===== src/rtl/pit_if_pkg.sv =====
package pit_if_pkg;
  localparam int unsigned BYTE_W = 8;
  localparam int unsigned CNT_W  = 2 * BYTE_W;
  localparam int unsigned MODE_W = 3;

  typedef enum logic [1:0] {
    ACC_CAPTURE = 2'b00,
    ACC_LOW     = 2'b01,
    ACC_HIGH    = 2'b10,
    ACC_WORD    = 2'b11
  } acc_e;

  typedef struct packed {
    logic [1:0]        sel;
    acc_e              acc;
    logic [MODE_W-1:0] mode;
    logic              spare;
  } cmd_word_t;
endpackage


===== src/rtl/pit_cmd_decode.sv =====
module pit_cmd_decode
  import pit_if_pkg::*;
#(
  parameter int unsigned NCH = 3,
  localparam int unsigned AW = $clog2(NCH + 1)
) (
  input  logic              wr_en,
  input  logic              rd_en,
  input  logic [AW-1:0]     addr,
  input  logic [BYTE_W-1:0] wdata,
  output logic [NCH-1:0]    prog_vec,
  output logic [NCH-1:0]    capt_vec,
  output logic [NCH-1:0]    dwr_vec,
  output logic [NCH-1:0]    drd_vec,
  output logic [MODE_W-1:0] mode_val
);
  cmd_word_t cw;
  logic      cmd_hit;
  logic      unused_bits;

  assign cw          = cmd_word_t'(wdata);
  assign cmd_hit     = wr_en && (addr == AW'(NCH));
  assign mode_val    = cw.mode;
  assign unused_bits = cw.spare;

  for (genvar i = 0; i < NCH; i++) begin : g_dec
    logic sel_hit;
    assign sel_hit     = cmd_hit && (cw.sel == 2'(i));
    assign prog_vec[i] = sel_hit && (cw.acc == ACC_WORD);
    assign capt_vec[i] = sel_hit && (cw.acc == ACC_CAPTURE);
    assign dwr_vec[i]  = wr_en && (addr == AW'(i));
    assign drd_vec[i]  = rd_en && (addr == AW'(i));
  end
endmodule


===== src/rtl/pit_chan_port.sv =====
module pit_chan_port
  import pit_if_pkg::*;
(
  input  logic              clk,
  input  logic              rst_n,
  input  logic              prog,
  input  logic              capt,
  input  logic [MODE_W-1:0] mode_in,
  input  logic              dwr,
  input  logic              drd,
  input  logic [BYTE_W-1:0] wdata,
  input  logic [CNT_W-1:0]  live,
  output logic [MODE_W-1:0] mode_q,
  output logic              mset_q,
  output logic              load_q,
  output logic [CNT_W-1:0]  preset_q,
  output logic [BYTE_W-1:0] rd_byte
);
  logic [MODE_W-1:0] mode_d;
  logic              mset_d, load_d;
  logic [CNT_W-1:0]  preset_d, snap_q, snap_d;
  logic [BYTE_W-1:0] lo_q, lo_d;
  logic              wptr_q, wptr_d, rptr_q, rptr_d, held_q, held_d;
  logic [CNT_W-1:0]  rd_src;

  always_comb begin
    mode_d   = mode_q;
    preset_d = preset_q;
    snap_d   = snap_q;
    lo_d     = lo_q;
    wptr_d   = wptr_q;
    rptr_d   = rptr_q;
    held_d   = held_q;
    mset_d   = 1'b0;
    load_d   = 1'b0;
    if (prog) begin
      mode_d   = mode_in;
      preset_d = '0;
      wptr_d   = 1'b0;
      rptr_d   = 1'b0;
      held_d   = 1'b0;
      mset_d   = 1'b1;
    end else if (capt) begin
      if (!held_q) begin
        snap_d = live;
        held_d = 1'b1;
        rptr_d = 1'b0;
      end
    end else begin
      if (dwr) begin
        if (!wptr_q) begin
          lo_d   = wdata;
          wptr_d = 1'b1;
        end else begin
          preset_d = {wdata, lo_q};
          load_d   = 1'b1;
          wptr_d   = 1'b0;
        end
      end
      if (drd) begin
        if (rptr_q) begin
          rptr_d = 1'b0;
          held_d = 1'b0;
        end else begin
          rptr_d = 1'b1;
        end
      end
    end
  end

  always_ff @(posedge clk or negedge rst_n) begin
    if (!rst_n) begin
      mode_q   <= '0;
      preset_q <= '0;
      snap_q   <= '0;
      lo_q     <= '0;
      wptr_q   <= 1'b0;
      rptr_q   <= 1'b0;
      held_q   <= 1'b0;
      mset_q   <= 1'b0;
      load_q   <= 1'b0;
    end else begin
      mode_q   <= mode_d;
      preset_q <= preset_d;
      snap_q   <= snap_d;
      lo_q     <= lo_d;
      wptr_q   <= wptr_d;
      rptr_q   <= rptr_d;
      held_q   <= held_d;
      mset_q   <= mset_d;
      load_q   <= load_d;
    end
  end

  assign rd_src  = held_q ? snap_q : live;
  assign rd_byte = rptr_q ? rd_src[CNT_W-1:BYTE_W] : rd_src[BYTE_W-1:0];
endmodule


===== src/rtl/pit_host_if.sv =====
module pit_host_if
  import pit_if_pkg::*;
#(
  parameter int unsigned NCH = 3,
  localparam int unsigned AW = $clog2(NCH + 1)
) (
  input  logic                    clk,
  input  logic                    rst_n,
  input  logic [AW-1:0]           addr,
  input  logic                    wr_en,
  input  logic                    rd_en,
  input  logic [BYTE_W-1:0]       wdata,
  output logic [BYTE_W-1:0]       rdata,
  input  logic [NCH*CNT_W-1:0]    live_count,
  output logic [NCH*MODE_W-1:0]   chan_mode,
  output logic [NCH-1:0]          mode_set,
  output logic [NCH-1:0]          load_pulse,
  output logic [NCH*CNT_W-1:0]    preset
);
  logic [1:0]        rst_sync_q;
  logic              rst_core_n;
  logic [NCH-1:0]    prog_vec, capt_vec, dwr_vec, drd_vec;
  logic [MODE_W-1:0] mode_val;
  logic [BYTE_W-1:0] rd_bytes [NCH];
  logic [BYTE_W-1:0] rdata_d;
  logic              rd_hit;

  always_ff @(posedge clk or negedge rst_n) begin
    if (!rst_n) rst_sync_q <= 2'b00;
    else        rst_sync_q <= {rst_sync_q[0], 1'b1};
  end
  assign rst_core_n = rst_sync_q[1];

  pit_cmd_decode #(.NCH(NCH)) u_dec (
    .wr_en    (wr_en),
    .rd_en    (rd_en),
    .addr     (addr),
    .wdata    (wdata),
    .prog_vec (prog_vec),
    .capt_vec (capt_vec),
    .dwr_vec  (dwr_vec),
    .drd_vec  (drd_vec),
    .mode_val (mode_val)
  );

  for (genvar i = 0; i < NCH; i++) begin : g_ch
    pit_chan_port u_ch (
      .clk      (clk),
      .rst_n    (rst_core_n),
      .prog     (prog_vec[i]),
      .capt     (capt_vec[i]),
      .mode_in  (mode_val),
      .dwr      (dwr_vec[i]),
      .drd      (drd_vec[i]),
      .wdata    (wdata),
      .live     (live_count[i*CNT_W +: CNT_W]),
      .mode_q   (chan_mode[i*MODE_W +: MODE_W]),
      .mset_q   (mode_set[i]),
      .load_q   (load_pulse[i]),
      .preset_q (preset[i*CNT_W +: CNT_W]),
      .rd_byte  (rd_bytes[i])
    );
  end

  assign rd_hit = |drd_vec;

  always_comb begin
    rdata_d = rdata;
    for (int i = 0; i < NCH; i++) begin
      if (drd_vec[i]) rdata_d = rd_bytes[i];
    end
  end

  always_ff @(posedge clk or negedge rst_core_n) begin
    if (!rst_core_n)  rdata <= '0;
    else if (rd_hit)  rdata <= rdata_d;
  end
endmodule


===== config.mk =====
export PLATFORM = sky130hd
export DESIGN_NAME = pit_host_if
export DESIGN_NICKNAME = d
export VERILOG_FILES = /design/src/rtl/pit_if_pkg.sv /design/src/rtl/pit_cmd_decode.sv /design/src/rtl/pit_chan_port.sv /design/src/rtl/pit_host_if.sv
export SDC_FILE = /design/constraint.sdc
export NUM_CORES = 1
export LEC_CHECK = 0
export ABC_AREA = 0
export BUFFER_PORTS_ARGS = -buffer_cell sky130_fd_sc_hd__buf_2
export CORE_MARGIN = 2
export CORE_UTILIZATION = 50
export CTS_BUF_LIST = sky130_fd_sc_hd__clkbuf_16
export CTS_CLUSTER_DIAMETER = 100
export DETAILED_ROUTE_END_ITERATION = 6
export PLACE_DENSITY = 0.76
export SLEW_MARGIN = 20
export SYNTH_ARGS = -nofsm -noshare
export SYNTH_HDL_FRONTEND = slang
export SYNTH_SLANG_ARGS = --single-unit

===== constraint.sdc =====
create_clock -name clk -period 4.98 [get_ports clk]
set_clock_uncertainty 0.05 [all_clocks]
set_input_delay 0.498 -clock clk [delete_from_list [all_inputs] [get_ports clk]]
set_output_delay 0.498 -clock clk [all_outputs]
set_load 0.05 [all_outputs]

# == Word-level counts from Yosys, hierarchy flattened ==
# Cells that the tools add are included.
# op_classes
n_eq_ne,12
bitwise,9
n_div,0
n_reduce_logical,52
addsub,0
n_mux,75
shifts,0
n_lt_le_gt_ge,0
mul,0
# op_table
operator,n
16-bit two-way mux,15
1-bit two-way mux,54
8-bit two-way mux,6
2-bit AND reduction,13
3-bit nonzero test,7
1-bit logical AND,16
4-bit AND reduction,3
2-bit nonzero test,6
3-bit by 2-bit inequality test with 1-bit output (second input constant),3
1-bit NOT,9
3-bit AND reduction,3
2-bit == test (second input constant),4
2-bit zero test,3
2-bit by 1-bit inequality test with 1-bit output (second input constant),3
2-bit by 1-bit == test with 1-bit output (second input constant),2
3-bit OR reduction,1
# word_totals
mem_count,0
ram_bits,0
mem_bits_ro,0
register_bits,154
latchBits,0
inputBits,62

# == Longest topological paths before layout ==
# depth
depth_word,6
mapped_depth,7

# == Cells and area by module ==
# A second synthesis with hierarchy kept.
# hier_totals
hier_cells,533
area_unflattened_um2,7026.7
# by_module_without_submodules
module,area_each_um2,seq_area_each_um2,n_inst,cells_per_inst
pit_chan_port,2123.3,1201.2,3,156
pit_host_if,503.0,250.2,1,45
pit_cmd_decode,153.9,0.0,1,20

# == Worst setup path before layout ==
# OpenSTA, ideal clock, no wires.
# synth_path
kind,input to register
from,input port wr_en
to,register g_ch[0].u_ch.snap_q[10]
t_arrival_ns,1.893
required_ns,4.805
path_buffers,2
path_slack_ns,2.913
path_stages,5
setup_time_ns,0.125
cell_sequence,buf_4 nand4b_4 nor4_2 buf_4 mux2_2
# synth_via
elab_chain_cells,5
elab_cells_between_ends,6
classes_between,bitwise: 1; reduce/logical: 5
# synth_rtl
item,line_no,text
"start, declared",pit_host_if.sv:10,"input logic wr_en,"
1-bit logical AND (*),pit_cmd_decode.sv:22,assign cmd_hit = wr_en && (addr == AW'(NCH));
1-bit logical AND (*),pit_cmd_decode.sv:28,assign sel_hit = cmd_hit && (cw.sel == 2'(i));
1-bit logical AND,pit_cmd_decode.sv:29,assign prog_vec[i] = sel_hit && (cw.acc == ACC_WORD);
1-bit NOT (no line),n/a,
2-bit AND reduction (no line) (*),n/a,
"end signal, assigned",pit_chan_port.sv:85,snap_q <= snap_d;
"end, declared",pit_chan_port.sv:21,"logic [CNT_W-1:0] preset_d, snap_q, snap_d;"
# Mark *: on every way between the ends. The rest lies on a longest branch, timed or not.
# A chain may end at the register's enable or synchronous reset.

# == Worst setup path after layout ==
# layout_path
from,register g_ch[2].u_ch.held_q
to,register g_ch[2].u_ch.snap_q[15]
# layout_via
elab_chain_cells,1
# layout_rtl
item,line_no,text
"start, declared",pit_chan_port.sv:23,"logic wptr_q, wptr_d, rptr_q, rptr_d, held_q, held_d;"
"start signal, assigned",pit_chan_port.sv:89,held_q <= held_d;
16-bit two-way mux,n/a,
"end signal, assigned",pit_chan_port.sv:85,
"end, declared",pit_chan_port.sv:21,
# Every way passes these cells.

==> flow_metrics.env <==
export IMPL_io_pins=133
export IMPL_grt_overflow=0
export IMPL_r2r_end="g_ch[2].u_ch.snap_q[15]"
export IMPL_synthToLayoutAreaGrowth_pct=17.7
export IMPL_rsz0062_at_grt="false"
export IMPL_holdPathEnd="g_ch[1].u_ch.snap_q[12]"
export IMPL_viasPerCell=5.67
export IMPL_wl_mm=16.1
export IMPL_critPathKind="reg -> reg"
export IMPL_fp_row_count=42
export IMPL_synth_top_cell_area_share_pct=56.1
export IMPL_vias=4734
export IMPL_path_clk_slew_ns=0.06
export IMPL_reg2reg_from="g_ch[2].u_ch.held_q"
export IMPL_worstHoldPathCells=2
export IMPL_leakagePower_nw=3.88
export IMPL_drt_pass1_iterations=4
export IMPL_cp_start_kind="flop"
export IMPL_synth_main_ff_cell="dfrtp_1"
export IMPL_first_global_vias=4882
export IMPL_synth_area_top_cells="dfrtp_1 (56%), mux2_2 (11%), mux4_2 (7.9%)"
export IMPL_clk_latency_ns=0.42
export IMPL_seq_area_um2=3860
export IMPL_final_hold_violation_count=0
export IMPL_finalInstanceArea_um2=8090
export IMPL_dp_hpwl_mm=11.0
export IMPL_core_um2=13300
export IMPL_synth_cells=533
export IMPL_route_detailed_drc=0
export IMPL_design_die_area_um2=14700
export IMPL_layout_worst_path_cycle_share_pct=42.8
export IMPL_fin_nets=710
export IMPL_fillers=1064
export IMPL_r2r_slack_ns=2.85
export IMPL_period_minus_slack_ns=2.13
export IMPL_setup_viol=0
export IMPL_start_util_pct=51.5
export IMPL_maxSlewViolCount=0
export IMPL_fin_setup_tns_ns=0
export IMPL_ir_drop_v=0.000291
export IMPL_ctsLongestPathBuffers=2
export IMPL_synth_area_um2=6870
export IMPL_syn_nets=595
export IMPL_drive_gt1_share_pct=43.2
export IMPL_grt_pass1_wl_mm=25.8
export IMPL_power_density_nw_per_um2=565
export IMPL_multi_input_area_um2=2720
export IMPL_antenna_found_initial=0
export IMPL_portBuffers=132
export IMPL_post_dp_cell_area_um2=7560
export IMPL_synth_top_area_cell="dfrtp_1"
export IMPL_outcome="complete, no violations"
export IMPL_hp_start="live_count[28]"
export IMPL_cts_root_buffer_cell="clkbuf_16"
export IMPL_yosysUniqueCellTypes=50
export IMPL_cts_sinks=154
export IMPL_synth_edf_count=0
export IMPL_critPathMaxFanout=16
export IMPL_ant_nets=0
export IMPL_required_ns=5.23
export IMPL_crit_arrival_ns=2.38
export IMPL_tightest_slew_ns=0.944
export IMPL_grt_max_degree=75
export IMPL_max_freq_ghz=0.470
export IMPL_htree_levels=4
export IMPL_avgSynthCellArea_um2=12.9
export IMPL_synth_seq_cells=154
export IMPL_synthArstFlopShare_pct=100
export IMPL_cts_buffers=17
export IMPL_hp_class="in -> reg"
export IMPL_num_antenna_cells=0
export IMPL_hold_ws_ns=0.274
export IMPL_cap_violations=0
export IMPL_die_y_um=121
export IMPL_reg2reg_depth=2
export IMPL_die_width_um=121
export IMPL_seq_area_frac_synth_pct=56.1
export IMPL_utilization_pct=60.6
export IMPL_grtUsageTotal_pct=23.0
export IMPL_drtIter0Drc=395
export IMPL_gp_congestion=0.803
export IMPL_worstSetupEndpointType="flop"
export IMPL_slew_headroom_pct=37.1
export IMPL_avgRoutedWirePerCell_um=19.3
export IMPL_ys_warn_count=0
export IMPL_cts_tree="done"
## where the power goes
group	total, mW	leakage, nW	internal, mW	switching [mW]
sequential	1.88	1.97	1.61	0.272
combinational	1.55	1.66	0.472	1.08
clock	1.14	0.249	0.665	0.476
total	4.57	3.88	2.74	1.83
## Yosys cell counts, drive strengths merged, types with 3 or more instances
cell type  count
a21oi         33
buf           22
clkbuf        20
dfrtp        154
inv           16
mux2          82
mux4          24
nand2         74
nand3b         4
nand4b         5
nor2          14
nor3           3
o21ai         17
o22ai         17
o311ai        14
xor2           4
## area by class of cell
type / count / area share (%)
tap: 176 / 2.72
timing repair buffer: 138 / 8.76
sequential: 154 / 47.7
multi-input combinational: 320 / 33.7
inverter: 17 / 0.789
clock buffer: 17 / 5.26
clock inverter: 13 / 1.08
## flip-flops by register name (all words and copies together) (netlist names)
register and count:
g_ch.u_ch.mset_q 3, g_ch.u_ch.mode_q 9, g_ch.u_ch.snap_q 48, rdata 8, g_ch.u_ch.preset_q 48, g_ch.u_ch.load_q 3
g_ch.u_ch.held_q 3, g_ch.u_ch.lo_q 24, g_ch.u_ch.rptr_q 3, g_ch.u_ch.wptr_q 3, rst_sync_q 2
## worst max path at each step
stage                              from                         to  slack (ns)  cells after the start
floorplan                 rst_sync_q[1]        g_ch[0].u_ch.held_q        0.32                      0
CTS                            wdata[4]  g_ch[1].u_ch.preset_q[15]        2.74                      4
global route        g_ch[2].u_ch.held_q     g_ch[2].u_ch.snap_q[6]        2.73                      2
global placement               wdata[4]  g_ch[1].u_ch.preset_q[15]        2.45                      4
detailed placement             wdata[4]  g_ch[1].u_ch.preset_q[15]        2.29                      4
finish              g_ch[2].u_ch.held_q    g_ch[2].u_ch.snap_q[15]        2.85                      2
## repair_timing
item	4_1_cts	5_1_grt
buffers inserted	0	0
hold buffers	1	0
hold endpoints to repair	2	0
endpoints found under the setup margin	0	0
resized for setup	0	0
## cells in the final DEF, fill, tap and decap left out, types with 5 or more instances in the layout
cell / netlist / routed
dfrtp_1: 154 / 153
buf_2: 6 / 132
nand2_1: 74 / 74
mux2_2: 70 / 70
a21oi_1: 33 / 33
mux4_2: 24 / 24
o21ai_0: 17 / 17
o22ai_1: 17 / 17
clkbuf_16: 0 / 17
inv_1: 15 / 15
o311ai_0: 14 / 14
nor2_1: 13 / 13
mux2_4: 12 / 12
clkinv_1: 1 / 7
buf_4: 9 / 5
## metrics by stage
| step | power, mW | setup slack, ns | std cells |
|---|---|---|---|
| after floorplan | 3.03 | 0.321 | 533 |
| after global placement | 3.40 | 2.45 | 804 |
| after detailed placement | 3.44 | 2.29 | 804 |
| after CTS | 4.59 | 2.74 | 835 |
| after global routing | 4.77 | 2.73 | 835 |
| final | 4.57 | 2.85 | 835 |
## logic make-up (layout without fill, tap and decap cells)
| logic type | Yosys count | count (layout) | share of synthesized area, % |
|---|---|---|---|
| AOI/OAI and AO/OA | 92 | 92 | 8.29 |
| xor gates and xnor gates | 4 | 4 | 0.510 |
| buffers and inverters | 59 | 185 | 4.50 |
| DFF | 154 | 154 | 56.1 |
| muxes | 106 | 106 | 22.0 |
| other | 1 | 1 | 0.0546 |
| and+or+nand+nor | 117 | 117 | 8.60 |
## critical path, stage by stage (launching register included)
cell,delay [ns]
dfrtp_1,0.59
or4_1,0.95
mux2_4,0.42
## routing by layer
metal  share of wire [%]  wire length (um)  global-route usage (%)  vias up
met5                   0                 0                       0        -
met4                 1.8               287                    8.33        0
met3                 5.5               891                    5.12       22
met2                  50              8000                    36.2      147
met1                  43              6940                    31.6     2419
li1                    -                 -                       -     2146
Note: power is estimated with default switching activity, not from simulation.
